### config.mk
export PLATFORM = sky130hd
export DESIGN_NAME = pwm_quantum_channel
export DESIGN_NICKNAME = d
export VERILOG_FILES = /design/src/rtl/pwm_chan_pkg.sv /design/src/rtl/pwm_quantum_prescaler.sv /design/src/rtl/pwm_period_counter.sv /design/src/rtl/pwm_shadow_bank.sv /design/src/rtl/pwm_quantum_channel.sv
export SDC_FILE = /design/constraint.sdc
export NUM_CORES = 1
export LEC_CHECK = 0
export CAP_MARGIN = 20
export CORE_AREA = 2 2 130 107
export DETAILED_ROUTE_END_ITERATION = 8
export DIE_AREA = 0 0 132 109
export PLACE_DENSITY_LB_ADDON = 0.25
export SLEW_MARGIN = 20
export SYNTH_ARGS = -nofsm -noshare
export SYNTH_HDL_FRONTEND = slang
export SYNTH_HIERARCHICAL = 1
export SYNTH_SLANG_ARGS = --single-unit
### constraint.sdc
create_clock -name clk -period 6.4 [get_ports clk]
set_input_delay 1.92 -clock clk [delete_from_list [all_inputs] [get_ports clk]]
set_output_delay 1.92 -clock clk [all_outputs]
set_load 0.02 [all_outputs]
### src/rtl/pwm_chan_pkg.sv
package pwm_chan_pkg;

    typedef enum logic {
        ST_IDLE = 1'b0,
        ST_RUN  = 1'b1
    } chan_state_e;

    typedef enum logic [2:0] {
        SEL_MANT   = 3'd0,
        SEL_EXP    = 3'd1,
        SEL_PERIOD = 3'd2,
        SEL_RISE   = 3'd3,
        SEL_FALL   = 3'd4,
        SEL_CTRL   = 3'd5
    } field_sel_e;

    typedef struct packed {
        logic sync_byp;
        logic pol_inv;
        logic out_en;
        logic cnt_en;
    } chan_ctrl_t;

endpackage

### src/rtl/pwm_quantum_prescaler.sv
module pwm_quantum_prescaler #(
    parameter int MANT_W = 8,
    parameter int EXP_W  = 4
) (
    input  logic              clk,
    input  logic              rst_n,
    input  logic              run,
    input  logic [MANT_W-1:0] mant,
    input  logic [EXP_W-1:0]  expo,
    output logic              tick
);
    localparam int PRE_W = MANT_W + 1 + (2 ** EXP_W) - 1;

    logic [PRE_W-1:0] limit;
    logic [PRE_W-1:0] pre_cnt;

    always_comb begin
        limit = (PRE_W'(mant) + PRE_W'(1)) << expo;
        tick  = run && (pre_cnt >= limit - PRE_W'(1));
    end

    always_ff @(posedge clk or negedge rst_n) begin
        if (!rst_n) begin
            pre_cnt <= '0;
        end else if (!run || tick) begin
            pre_cnt <= '0;
        end else begin
            pre_cnt <= pre_cnt + PRE_W'(1);
        end
    end

    a_r1_tick_restarts: assert property (@(posedge clk) disable iff (!rst_n)
        tick |=> (pre_cnt == '0));
    a_r5_prescaler_held: assert property (@(posedge clk) disable iff (!rst_n)
        !run |=> (pre_cnt == '0));
endmodule

### src/rtl/pwm_period_counter.sv
module pwm_period_counter #(
    parameter int CNT_W = 8
) (
    input  logic             clk,
    input  logic             rst_n,
    input  logic             run,
    input  logic             tick,
    input  logic [CNT_W-1:0] terminal,
    output logic [CNT_W-1:0] count,
    output logic             boundary
);
    always_comb begin
        boundary = tick && (count >= terminal);
    end

    always_ff @(posedge clk or negedge rst_n) begin
        if (!rst_n) begin
            count <= '0;
        end else if (!run || boundary) begin
            count <= '0;
        end else if (tick) begin
            count <= count + CNT_W'(1);
        end
    end

    a_r2_wrap_to_zero: assert property (@(posedge clk) disable iff (!rst_n)
        boundary |=> (count == '0));
    a_r5_counter_held: assert property (@(posedge clk) disable iff (!rst_n)
        !run |=> (count == '0));
    a_r1_still_between_ticks: assert property (@(posedge clk) disable iff (!rst_n)
        (run && !tick) |=> $stable(count));
endmodule

### src/rtl/pwm_shadow_bank.sv
module pwm_shadow_bank #(
    parameter int CNT_W = 8
) (
    input  logic             clk,
    input  logic             rst_n,
    input  logic             run,
    input  logic             boundary,
    input  logic             bypass,
    input  logic             wr_period,
    input  logic             wr_rise,
    input  logic             wr_fall,
    input  logic [CNT_W-1:0] wr_data,
    output logic [CNT_W-1:0] live_period,
    output logic [CNT_W-1:0] live_rise,
    output logic [CNT_W-1:0] live_fall
);
    logic [CNT_W-1:0] sh_period, sh_rise, sh_fall;
    logic [CNT_W-1:0] nx_period, nx_rise, nx_fall;
    logic             load;

    always_comb begin
        nx_period = wr_period ? wr_data : sh_period;
        nx_rise   = wr_rise   ? wr_data : sh_rise;
        nx_fall   = wr_fall   ? wr_data : sh_fall;
        load      = !run || boundary || bypass;
    end

    always_ff @(posedge clk or negedge rst_n) begin
        if (!rst_n) begin
            sh_period   <= '0;
            sh_rise     <= '0;
            sh_fall     <= '0;
            live_period <= '0;
            live_rise   <= '0;
            live_fall   <= '0;
        end else begin
            sh_period <= nx_period;
            sh_rise   <= nx_rise;
            sh_fall   <= nx_fall;
            if (load) begin
                live_period <= nx_period;
                live_rise   <= nx_rise;
                live_fall   <= nx_fall;
            end
        end
    end

    a_r8_live_held_mid_period: assert property (@(posedge clk) disable iff (!rst_n)
        (run && !bypass && !boundary) |=>
            ($stable(live_period) && $stable(live_rise) && $stable(live_fall)));
    a_r9_bypass_follows: assert property (@(posedge clk) disable iff (!rst_n)
        (bypass && wr_fall) |=> (live_fall == $past(wr_data)));
endmodule

### src/rtl/pwm_quantum_channel.sv
module pwm_quantum_channel
    import pwm_chan_pkg::*;
#(
    parameter int MANT_W = 8,
    parameter int EXP_W  = 4,
    parameter int CNT_W  = 8
) (
    input  logic       clk,
    input  logic       rst_n,
    input  logic       wr_en,
    input  logic [2:0] wr_sel,
    input  logic [7:0] wr_data,
    output logic       pwm_pin
);
    localparam int CTRL_W = $bits(chan_ctrl_t);

    chan_state_e      state_q, state_d;
    chan_ctrl_t       ctrl_q;
    logic [MANT_W-1:0] mant_q;
    logic [EXP_W-1:0]  expo_q;
    logic             run, tick, boundary, wave_on;
    logic [CNT_W-1:0] count, live_period, live_rise, live_fall;
    logic             wr_period, wr_rise, wr_fall;

    always_comb begin
        wr_period = wr_en && (wr_sel == SEL_PERIOD);
        wr_rise   = wr_en && (wr_sel == SEL_RISE);
        wr_fall   = wr_en && (wr_sel == SEL_FALL);
    end

    always_ff @(posedge clk or negedge rst_n) begin
        if (!rst_n) begin
            ctrl_q <= '0;
            mant_q <= '0;
            expo_q <= '0;
        end else if (wr_en) begin
            if (wr_sel == SEL_CTRL) ctrl_q <= chan_ctrl_t'(wr_data[CTRL_W-1:0]);
            if (wr_sel == SEL_MANT) mant_q <= wr_data[MANT_W-1:0];
            if (wr_sel == SEL_EXP)  expo_q <= wr_data[EXP_W-1:0];
        end
    end

    // State register
    always_ff @(posedge clk or negedge rst_n) begin
        if (!rst_n) state_q <= ST_IDLE;
        else        state_q <= state_d;
    end

    // Next state: T_START, T_STOP, T_HOLD_IDLE, T_HOLD_RUN
    always_comb begin
        state_d = state_q;
        unique case (state_q)
            ST_IDLE: if (ctrl_q.cnt_en)  state_d = ST_RUN;
            ST_RUN:  if (!ctrl_q.cnt_en) state_d = ST_IDLE;
            default: state_d = ST_IDLE;
        endcase
    end

    // Outputs of the state machine
    always_comb begin
        run = (state_q == ST_RUN);
    end

    pwm_quantum_prescaler #(.MANT_W(MANT_W), .EXP_W(EXP_W)) u_presc (
        .clk(clk), .rst_n(rst_n), .run(run),
        .mant(mant_q), .expo(expo_q), .tick(tick)
    );

    pwm_period_counter #(.CNT_W(CNT_W)) u_ctr (
        .clk(clk), .rst_n(rst_n), .run(run), .tick(tick),
        .terminal(live_period), .count(count), .boundary(boundary)
    );

    pwm_shadow_bank #(.CNT_W(CNT_W)) u_shadow (
        .clk(clk), .rst_n(rst_n), .run(run), .boundary(boundary),
        .bypass(ctrl_q.sync_byp), .wr_period(wr_period), .wr_rise(wr_rise),
        .wr_fall(wr_fall), .wr_data(wr_data[CNT_W-1:0]),
        .live_period(live_period), .live_rise(live_rise), .live_fall(live_fall)
    );

    always_comb begin
        if (live_rise == live_fall)
            wave_on = 1'b1;
        else if (live_rise < live_fall)
            wave_on = (count >= live_rise) && (count < live_fall);
        else
            wave_on = (count >= live_rise) || (count < live_fall);
        pwm_pin = ctrl_q.pol_inv ^
                  (run && ctrl_q.cnt_en && ctrl_q.out_en && wave_on);
    end

    a_r5_stopped_idle_level: assert property (@(posedge clk) disable iff (!rst_n)
        !ctrl_q.cnt_en |-> (pwm_pin == ctrl_q.pol_inv));
    a_r6_gated_idle_level: assert property (@(posedge clk) disable iff (!rst_n)
        !ctrl_q.out_en |-> (pwm_pin == ctrl_q.pol_inv));
    a_r4_full_duty: assert property (@(posedge clk) disable iff (!rst_n)
        (run && ctrl_q.cnt_en && ctrl_q.out_en && live_rise == live_fall)
            |-> (pwm_pin == !ctrl_q.pol_inv));
    a_r2_count_bounded: assert property (@(posedge clk) disable iff (!rst_n)
        (run && !ctrl_q.sync_byp && $stable(live_period)) |-> (count <= live_period));
endmodule

==> results of run 1 <==
-- final cells by class --
| class | count | area [um^2] |
|---|---|---|
| Inverter | 31 | 116 |
| Clock inverter | 6 | 57.6 |
| Multi-Input combinational cell | 558 | 4340 |
| Fill cell | 1115 | 5490 |
| Sequential cell | 97 | 2430 |
| Timing Repair Buffer | 32 | 285 |
| Tap cell | 180 | 225 |
| Clock buffer | 10 | 229 |
-- report_power, final --
group	total [mW]	leakage, nW	internal [mW]	switching, mW
Clock	0.526	0.141	0.274	0.252
Combinational	1.13	2.06	0.501	0.629
Sequential	0.842	1.22	0.729	0.114
-- flip-flops by register name (all words and copies together) (netlist names), 8 cells and up --
signal,count
u_presc/pre_cnt,24
mant_q,8
u_ctr/count,8
u_shadow/live_fall,8
u_shadow/live_period,8
u_shadow/live_rise,8
u_shadow/sh_fall,8
u_shadow/sh_period,8
u_shadow/sh_rise,8
-- final timing paths --
path / from / end / depth (start not counted)
setup / recovery: mant_q[1] / u_shadow/live_fall[2] / 24
hold reg to reg: ctrl_q[0] / run / 0
min in group asynchronous: rst_n / ctrl_q[2] / 1
max in group asynchronous: rst_n / u_presc/pre_cnt[16] / 2
hold / removal: ctrl_q[0] / run / 0
setup reg to reg: mant_q[1] / u_shadow/live_fall[2] / 24
-- layout by cell type, fill, tap and decap left out, types with 18 or more instances in the layout --
| master | n |
|---|---|
| nor2_1 | 66 |
| nand3_1 | 31 |
| a21oi_1 | 22 |
| dfrtp_1 | 95 |
| inv_1 | 31 |
| mux2_4 | 21 |
| nand2_1 | 41 |
| xnor2_1 | 18 |
| mux2_2 | 44 |
| xor2_1 | 29 |
| buf_4 | 18 |
| ha_1 | 58 |
-- logic make-up (layout without fill, tap and decap cells) --
group	after synthesis	count (layout)
simple gates	261	261
fa+ha+maj	59	59
compound gates	119	119
flops	97	97
buf+inv	64	79
xor+xnor	48	48
mux	71	71
-- per-layer routing --
metal / global-route usage, % / wire length [um] / up-vias
li1: - / - / 2644
met1: 36.0 / 8180 / 2747
met2: 36.8 / 7180 / 212
met3: 5.11 / 1120 / 17
met4: 6.21 / 168 / 0
met5: 0 / 0 / -
-- what timing repair did --
item,in CTS,in global routing
gates resized for setup,0,13
setup buffers,0,0
endpoints found under the setup margin,0,24
-- stage by stage --
step / worst slack [ns] / cells / area, um^2 / hold slack (ns) / total power [mW]
after global routing: -0.00440 / 914 / 7680 / 0.440 / 2.67
after detailed placement: 0.197 / 898 / 7350 / 0.395 / 1.93
final: 0.270 / 914 / 7680 / 0.408 / 2.50
after CTS: 0.133 / 914 / 7640 / 0.408 / 2.48
after floorplan: 0.699 / 719 / 7090 / 0.368 / 1.68
after global placement: 0.427 / 898 / 7350 / 0.378 / 1.89
==> metrics.txt, run 1 <==
CP Capture Type register; Total GRT Usage 24.5%; Peak Freq 163 MHz; fin util 58.3%; Hold Crit Class reg2reg; TNS Setup 0 ns; CP max FO 22; Placer Congestion 0.936; vias in the first global route 5483; Synth Area in XOR/XNOR 6.03%; Setup crit start kind register; compound-cell area share of the yosys netlist 11.9%; Worst Path Required 6.63 ns; ranking of synthesized cells by area dfrtp_1 (34%), ha_1 (10%), mux2_2 (7.0%); CORE AREA 13200 um^2; main combinational cell family by area after synthesis simple AND/OR/NAND/NOR gates; worst vdd ir 293 uV; Hold Vio Cnt, Final 0; Simple-Gate Fraction of Synth Area 20.0%; syn nets 792; dpl hpwl 12.5 mm; CTS Sinks 97; CTS buffer count 9; CTS H-tree depth 3; drt pass-1 iters 5; Synth cell types 84; Slew Limit Headroom 47.1%; initial antenna violation count 0; Yosys Warn Count 6; # IOs 15; minimum clock period 6.13 ns; Die Y 109 um; Lkg Pwr 3.43 nW; Pwr Density 325 nW/um^2; post-synthesis mux area share 12.3%; Rows 38; overall die area 14400 um^2; vias 5620; critical path class reg2reg; fraction of layout cells with a size suffix above 1 18.5%; average size of a mapped cell 9.86 um^2; post-DR vias/cell 6.15; Worst-Skew Late Latency 0.35 ns; count leader, synth dfrtp_1; Top FF cell, synth dfrtp_1; CTS Root Cell clkbuf_16; period utilisation layout 95.8%; Finish-stage setup viols 0; Max Buffers Root-to-Sink 2; post-route ant nets 0; DR DRC count 0; initial detailed-routing violation count 524; Worst R2R Setup Slack 0.27 ns; ys async rst share 100%; PortBufs 14; CP bufs+invs 1; Post-synth EDFFs 0; hold buffers post-CTS 0; Slew @ Worst Pin 0.791 ns; cells along the critical path ha_2, nand3_2, o211ai_1, nand4_1, mux2_4, a221o_1, or4_4, nor4_2, xor2_1, ha_1, a21oi_1, nor2b_1, o21ai_0, nand2b_1, a211oi_1, o21a_1, nor3b_1, nand3_1, nor2_1, a21oi_1, nand2b_1, or3b_1, buf_12, mux2_4; first-pass GRT wire length 28.1 mm; Post-Syn Area 7090 um^2; leading area contributor after synthesis dfrtp_1; largest net degree at the start of global routing 62; WL final 16.7 mm; synthesized-area fraction occupied by adder cells 10.4%; Starting Density 53.8%; Crit-path slowest cell or4_4; clock skew 0.00838 ns; # diodes 0; fin nets 802; CP top delay family simple AND/OR/NAND/NOR gates; Post-Synthesis Cells 719; Seq cells post-synth 97; slowest stage delay, CP 0.58 ns; MaxCap Viol Count 0; sequential area share after synthesis 34.2%; status complete, no violations; critical path arrival 6.36 ns; Worst-path clk slew 0.07 ns; pins over their slew limit 0; share of the synthesized area in the top cell type 34.2%; Overflow after GRT 0; CTS tree yes; synthesis-to-finish area growth 8.33%; Synth top cells by count dfrtp_1 (97), nor2_1 (66), ha_1 (59); wire per inst 18.2 um; DIE WIDTH 132 um
Power figures use the tool's default switching activity.
==> run 2: changes to the inputs <==
- CTS_CLUSTER_DIAMETER: unset -> 30
==> results of run 2 <==
The final DEF is identical to that of run 1; final timing and power are the same.
